===== src/rtl/sqw_timer.sv =====
module sqw_timer (
  input  logic       clk,
  input  logic       rst_n,
  input  logic       tick,
  input  logic       wr_en,
  input  logic [1:0] addr,
  input  logic [7:0] wdata,
  output logic [7:0] rdata,
  output logic       tmr_out,
  output logic       irq_n
);

  logic [1:0]  bank_q;
  logic [3:0]  ctrl_q;
  logic [15:0] reload_q, cnt_q, hold_q;
  logic        out_q, pend_q, ien_q, route_q;

  wire b0      = (bank_q == 2'd0);
  wire b1      = (bank_q == 2'd1);
  wire wr_stat = wr_en && addr == 2'd0;
  wire wr_ctrl = wr_en && b0 && addr == 2'd1;
  wire start   = wr_ctrl && wdata[0] && !ctrl_q[0];
  wire step    = ctrl_q[0] && ctrl_q[2:1] == 2'b10 && (ctrl_q[3] || tick);
  wire expire  = step && cnt_q == 16'd0 && !start;
  wire fall    = expire && out_q;

  always_ff @(posedge clk or negedge rst_n) begin
    if (!rst_n) begin
      bank_q   <= 2'd0;
      ctrl_q   <= 4'd0;
      reload_q <= 16'd0;
      cnt_q    <= 16'd0;
      hold_q   <= 16'd0;
      out_q    <= 1'b1;
      pend_q   <= 1'b0;
      ien_q    <= 1'b0;
      route_q  <= 1'b0;
    end else begin
      if (wr_stat) bank_q <= wdata[7:6];
      if (wr_ctrl) begin
        ctrl_q <= wdata[3:0];
        if (wdata[6]) hold_q <= cnt_q;
      end
      if (wr_en && b0 && addr == 2'd2) reload_q[15:8] <= wdata;
      if (wr_en && b0 && addr == 2'd3) reload_q[7:0]  <= wdata;
      if (wr_en && b1 && addr == 2'd1) ien_q   <= wdata[7];
      if (wr_en && b1 && addr == 2'd2) route_q <= wdata[4];
      if (start)       cnt_q <= reload_q;
      else if (expire) cnt_q <= reload_q;
      else if (step)   cnt_q <= cnt_q - 16'd1;
      if (expire) out_q <= !out_q;
      if (fall) pend_q <= 1'b1;
      else if (wr_stat && wdata[5]) pend_q <= 1'b0;
    end
  end

  always_comb begin
    rdata = 8'h00;
    case (addr)
      2'd0: rdata = {bank_q, pend_q, out_q, 4'h0};
      2'd1: if (b0) rdata = {4'h0, ctrl_q};
            else if (b1) rdata = {ien_q, 7'h00};
      2'd2: if (b0) rdata = hold_q[15:8];
            else if (b1) rdata = {3'b000, route_q, 4'h0};
      default: if (b0) rdata = hold_q[7:0];
    endcase
  end

  assign tmr_out = out_q;
  assign irq_n   = !(pend_q && ien_q && !route_q);

endmodule


===== config.mk =====
export PLATFORM = sky130hd
export DESIGN_NAME = sqw_timer
export DESIGN_NICKNAME = d
export VERILOG_FILES = /design/src/rtl/sqw_timer.sv
export SDC_FILE = /design/constraint.sdc
export NUM_CORES = 1
export LEC_CHECK = 0
export BUFFER_PORTS_ARGS = -buffer_cell sky130_fd_sc_hd__buf_4
export CAP_MARGIN = 20
export CORE_MARGIN = 4
export CORE_UTILIZATION = 59
export DETAILED_ROUTE_END_ITERATION = 12
export PLACE_DENSITY = 0.79
export SETUP_SLACK_MARGIN = 0.05
export SYNTH_ARGS = -nofsm -noshare
export SYNTH_HDL_FRONTEND = slang
export SYNTH_SLANG_ARGS = --single-unit

===== constraint.sdc =====
create_clock -name clk -period 2.6 [get_ports clk]
set_input_delay 0.52 -clock clk [delete_from_list [all_inputs] [get_ports clk]]
set_output_delay 0.52 -clock clk [all_outputs]
set_load 0.01 [all_outputs]

Word level (Yosys, flattened, before mapping)
Index checks and enable logic that the tools add are counted.
- add/subtract/negate cells: 1
- equal/unequal tests: 5
- mux-type cells: 11
- reductions and logical operators: 30
- operators by type and width (operator ; number):
    16-bit 2-to-1 mux ; 3
    8-bit 2-to-1 mux ; 4
    8-bit one-hot mux with 3 select lines ; 1
    1-bit logical AND ; 18
    16-bit logical NOT ; 1
    16-bit by 1-bit subtractor with 16-bit output, second input constant ; 1
    2-bit == test, second input constant ; 3
    1-bit logical NOT ; 5
    5-bit 2-to-1 mux ; 1
    2-bit by 1-bit == test with 1-bit output, second input constant ; 2
    2-bit logical NOT ; 2
    3-bit nonzero test ; 1
    1-bit 2-to-1 mux ; 2
    2-bit AND reduction ; 1
    2-bit nonzero test ; 1
    1-bit logical OR ; 1
- bits in registers: 58
- input port bits: 14
- output and inout port bits: 10
- logic and storage cells: 57

Longest topological paths before layout
- word-level depth: 9
- gate-level depth with buffers: 9
- gate-level depth less buffers: 7

Worst setup path after synthesis
OpenSTA, ideal clock, no wires.
- path kind: reg-to-reg
- start: register cnt_q[0]
- end: register cnt_q[9]
- data arrival time: 2.139 ns
- data required time: 2.476 ns
- setup slack: 0.337 ns
- cell stages (with the launch flop): 10
- path buffers: 2
- clock period less this slack: 2.263 ns
- path through: dfrtp_1 -> inv_1 -> ha_1 -> or3b_4 -> or3_1 -> buf_6 -> o31ai_4 -> buf_6 -> a32oi_1 -> o31a_1
- cells in the longest elaborated chain, start to end: 5
- elaborated cells between the ends (all ways): 8
- classes of those cells: add/sub: 1; mux: 3; reduce/logical: 4
- ends and longest elaborated chain (what ; RTL line ; text):
    start, declared ; 15 ; logic [15:0] reload_q, cnt_q, hold_q;
    start signal, assigned ; 48 ; if (start) cnt_q <= reload_q;
    start signal, assigned ; 49 ; else if (expire) cnt_q <= reload_q;
    start signal, assigned ; 50 ; else if (step) cnt_q <= cnt_q - 16'd1;
    parallel branches: the longest is 5 deep, another holds 16-bit by 1-bit subtractor with 16-bit output ; n/a ;
Several ways; the timed one is not identified. The select of a mux whose other input is x is not followed.
A chain may end at the register's enable or synchronous reset.

Worst setup path in the final report
- start: register cnt_q[1]
- end: register cnt_q[9]
Same word-level chain as after synthesis.

==> summary.md <==
| Metric | Value |
|---|---|
| CP startpoint kind | register |
| Fin area | roughly 3400 µm² |
| Clock latency at the later pin of the worst-skew pair | 340 ps |
| Detail Placement HPWL | 4.79 mm |
| H-Tree Depth | 3 |
| Run status | finished, final reports clean |
| Post-DP Area | 3200 µm² |
| Tmin final | 2380 ps |
| Pwr Total | 3.20 mW |
| Synth Instances | between 200 and 300 |
| Comb power frac | 0.257 |
| Layout cells sized above 1 | 0.326 |
| Total number of vias | 2,278 |
| Most numerous cell in the Yosys netlist | dfrtp_1 |
| Worst Path Required | 2820 ps |
| Max Clock Freq | 420 MHz |
| Total iterations of the first detailed-routing run | 5 |
| Area of the die | slightly above 6000 µm² |
| Top-area cell type share of the netlist area | 0.489 |
| Clock slew at reported path FFs | approximately 60 ps |
| Gr usage total | 0.248 |
| Area contributors post-synth | dfrtp_1 49%, mux2_2 15%, nand2_1 3.1% |
| YS warnings | 0 |
| R2R cell count | 8 |
| Critical Path Sink Type | register |
| Mapped cell area | between 2000 and 3000 µm² |
| Total Wirelength | 6.73 mm |
| Met3 GRT Util | 0.0562 |
| First-pass GRT wire length | 11.5 mm |
| Hold slack | 219 ps |
| Root Buffer | clkbuf_8 |
| Internal power | roughly 2.2 mW |
| Reg-to-Reg Start | cnt_q[1] |
| Final core occ | 0.714 |
| Met1 global-route usage | 0.337 |
| Flop pwr share | 0.495 |
| GPL Wtd Cong | about 0.94 |
| Top_reg_cell synth | dfrtp_1 |
| Die width | just under 80 µm |
| CTS tree | built |
| Area Overhead vs Synth | 16.4% |
| Max_cap viols | 0 |
| Largest net degree at the start of global routing | 59 |
| Final setup vio count | 0 |
| R2R Path End | cnt_q[9] |
| P_leak | between 1 and 1.5 nW |
| # diodes | 0 |
| Number of DRC markers in iteration 0 | 158 |
| Remaining Overflow, GRT | 0 |
| Vias in the first global route | 2,277 |
| Cts bufs inserted | 9 |
| Yosys reg bits | 58 |
| Seq/Total Area, Yosys | 0.498 |
| Post-route DRC | 0 |
| Setup TNS | 0 ps |
| Met2 usage | 0.388 |
| Unrepaired setup endpoints after global routing | no |
| Worst Hold Class | input port to async pin |
| Clk pwr share | 0.248 |
| Worst Path Arrival | 2600 ps |
| Antenna violations before repair | 0 |
| Syn Nets | 276 |
| Post-route clock period utilization | 0.916 |
| Count of flip-flops with a built-in enable after synthesis | 0 |
| Worst clock skew | 8.99 ps |
| Routed Antenna Nets | 0 |
| Die Ht | 78.3 µm |
| Std cell rows | 25 |
| # port buffers | 23 |
| Switching portion of total power | 0.326 |
| Mapped Avg Cell Area | 11.2 µm² |
| Worst-Margin Slew | 701 ps |
| WL/cell | 18.3 µm |
| Pwr Density | between 900 and 1000 nW/µm² |
| CTS sink cnt | 58 |
| Async set or reset register ratio after synthesis | 1.00 |
| Final hold violations | 0 |
| Synth cell types | 56 |
| Pins over their slew limit | 0 |
| Final Net Count | ~310 |
| Fill cell count | 381 |
| I/O pin total | 24 |
| Setup slack, reg-to-reg | roughly 220 ps |
| CP Max Fanout | 7 |
| Maximum VDD drop | 0.640 mV |
| Starting density of the core | 0.613 |
| Most used routing layer | met2 |
| Crit Path Class | register to register |
| Worst rel slew slack | 0.533 |
| Core Area | 4750 µm² |
| Most frequent cells after synthesis | 57 x dfrtp_1, 39 x mux2_2, 24 x nand2_1 |
| Drt via density | 6.19 |
| P_sw | 1.04 mW |
| Synth area leader | dfrtp_1 |
| CTS max path bufs | 2 |
-- layout make-up --
type,instances,area [µm²],share of cell area
clock buffers,13,149,0.0438
clock inverters,3,40.0,0.0118
multi-input cells,186,1390,0.409
inverters,7,26.3,0.00774
flip-flops and latches,58,1450,0.428
well taps,67,83.8,0.0247
repair buffers,34,255,0.0752
-- cell families (layout without fill, tap and decap cells) --
kind of cell	after synthesis	after routing	share of synthesized area
DFF	58	58	0.498
muxes	44	44	0.168
AOI/OAI and AO/OA	48	48	0.126
adders and majority gates	1	1	0.00429
xor gates and xnor gates	2	2	0.00601
buffers and inverters	17	57	0.0275
and+or+nand+nor	91	91	0.171
-- worst max-delay path: stages, from the launching register on --
cell     delay [ps]
dfrtp_1         410
inv_1           100
ha_1            180
or3b_4          420
or3_4           400
o31ai_4         340
buf_4           230
a32oi_1          60
o31a_1          130
-- sequential cells by signal, indices dropped and copies added, names as in the netlist --
signal,count
bank_q,2
ctrl_q,4
pend_q,1
ien_q,1
hold_q,16
tmr_out,1
reload_q,16
cnt_q,16
route_q,1
-- layer usage --
layer / part of all wire / vias to the layer above
li1: - / 1054
met1: 0.45 / 1132
met2: 0.47 / 82
met3: 0.064 / 10
met4: 0.016 / 0
met5: 0 / -
-- per-stage QoR --
stage | setup WS (ps) | cells
floorplan | 337 | 261
global placement | 222 | 352
detailed placement | 159 | 352
CTS | 139 | 368
global route | 111 | 368
finish | 219 | 368
-- power by group through the flow --
stage	combinational, mW	clock [mW]	sequential [mW]
after floorplan	0.617	0	1.47
after global placement	0.793	0	1.57
after detailed placement	0.815	0	1.58
after CTS	0.823	0.817	1.57
after global routing	0.923	0.852	1.63
final	0.822	0.794	1.59
-- what timing repair did --
action / in CTS / in global routing
endpoints found under the setup margin: 0 / 7
buffers inserted: 0 / 0
hold buffers: 0 / 0
gates resized for setup: 0 / 1
-- layout by cell type, fill, tap and decap left out, types with 2 or more instances in the layout --
master,netlist,routed
dfrtp_1,57,57
mux2_2,39,39
buf_4,0,34
nand2_1,24,24
nor2_1,16,16
clkbuf_8,0,10
nor3_1,9,9
o21ai_0,8,8
inv_1,7,7
nand3_1,7,7
a22oi_1,6,6
nor4_1,6,6
mux2i_1,5,5
a2bb2oi_1,4,4
a21oi_1,4,4
nand2b_1,3,3
o22ai_1,3,3
or3_1,4,3
o211ai_1,3,3
o311ai_0,3,3
nand4_1,3,3
clkbuf_1,6,3
nand3b_1,2,2
nor3_2,2,2
or3_4,1,2
o2bb2ai_1,2,2
o21ai_2,2,2
xnor2_1,2,2
or4_1,2,2
a221o_1,2,2
clkinv_2,0,2
-- worst max path at each step --
stage | to | slack [ps] | start
finish | cnt_q[9] | 220 | cnt_q[1]
floorplan | cnt_q[9] | 340 | cnt_q[0]
CTS | cnt_q[2] | 140 | cnt_q[1]
detailed placement | cnt_q[3] | 160 | cnt_q[1]
global route | cnt_q[2] | 110 | cnt_q[1]
global placement | cnt_q[3] | 220 | cnt_q[1]
(Power assumes the default switching activity.)
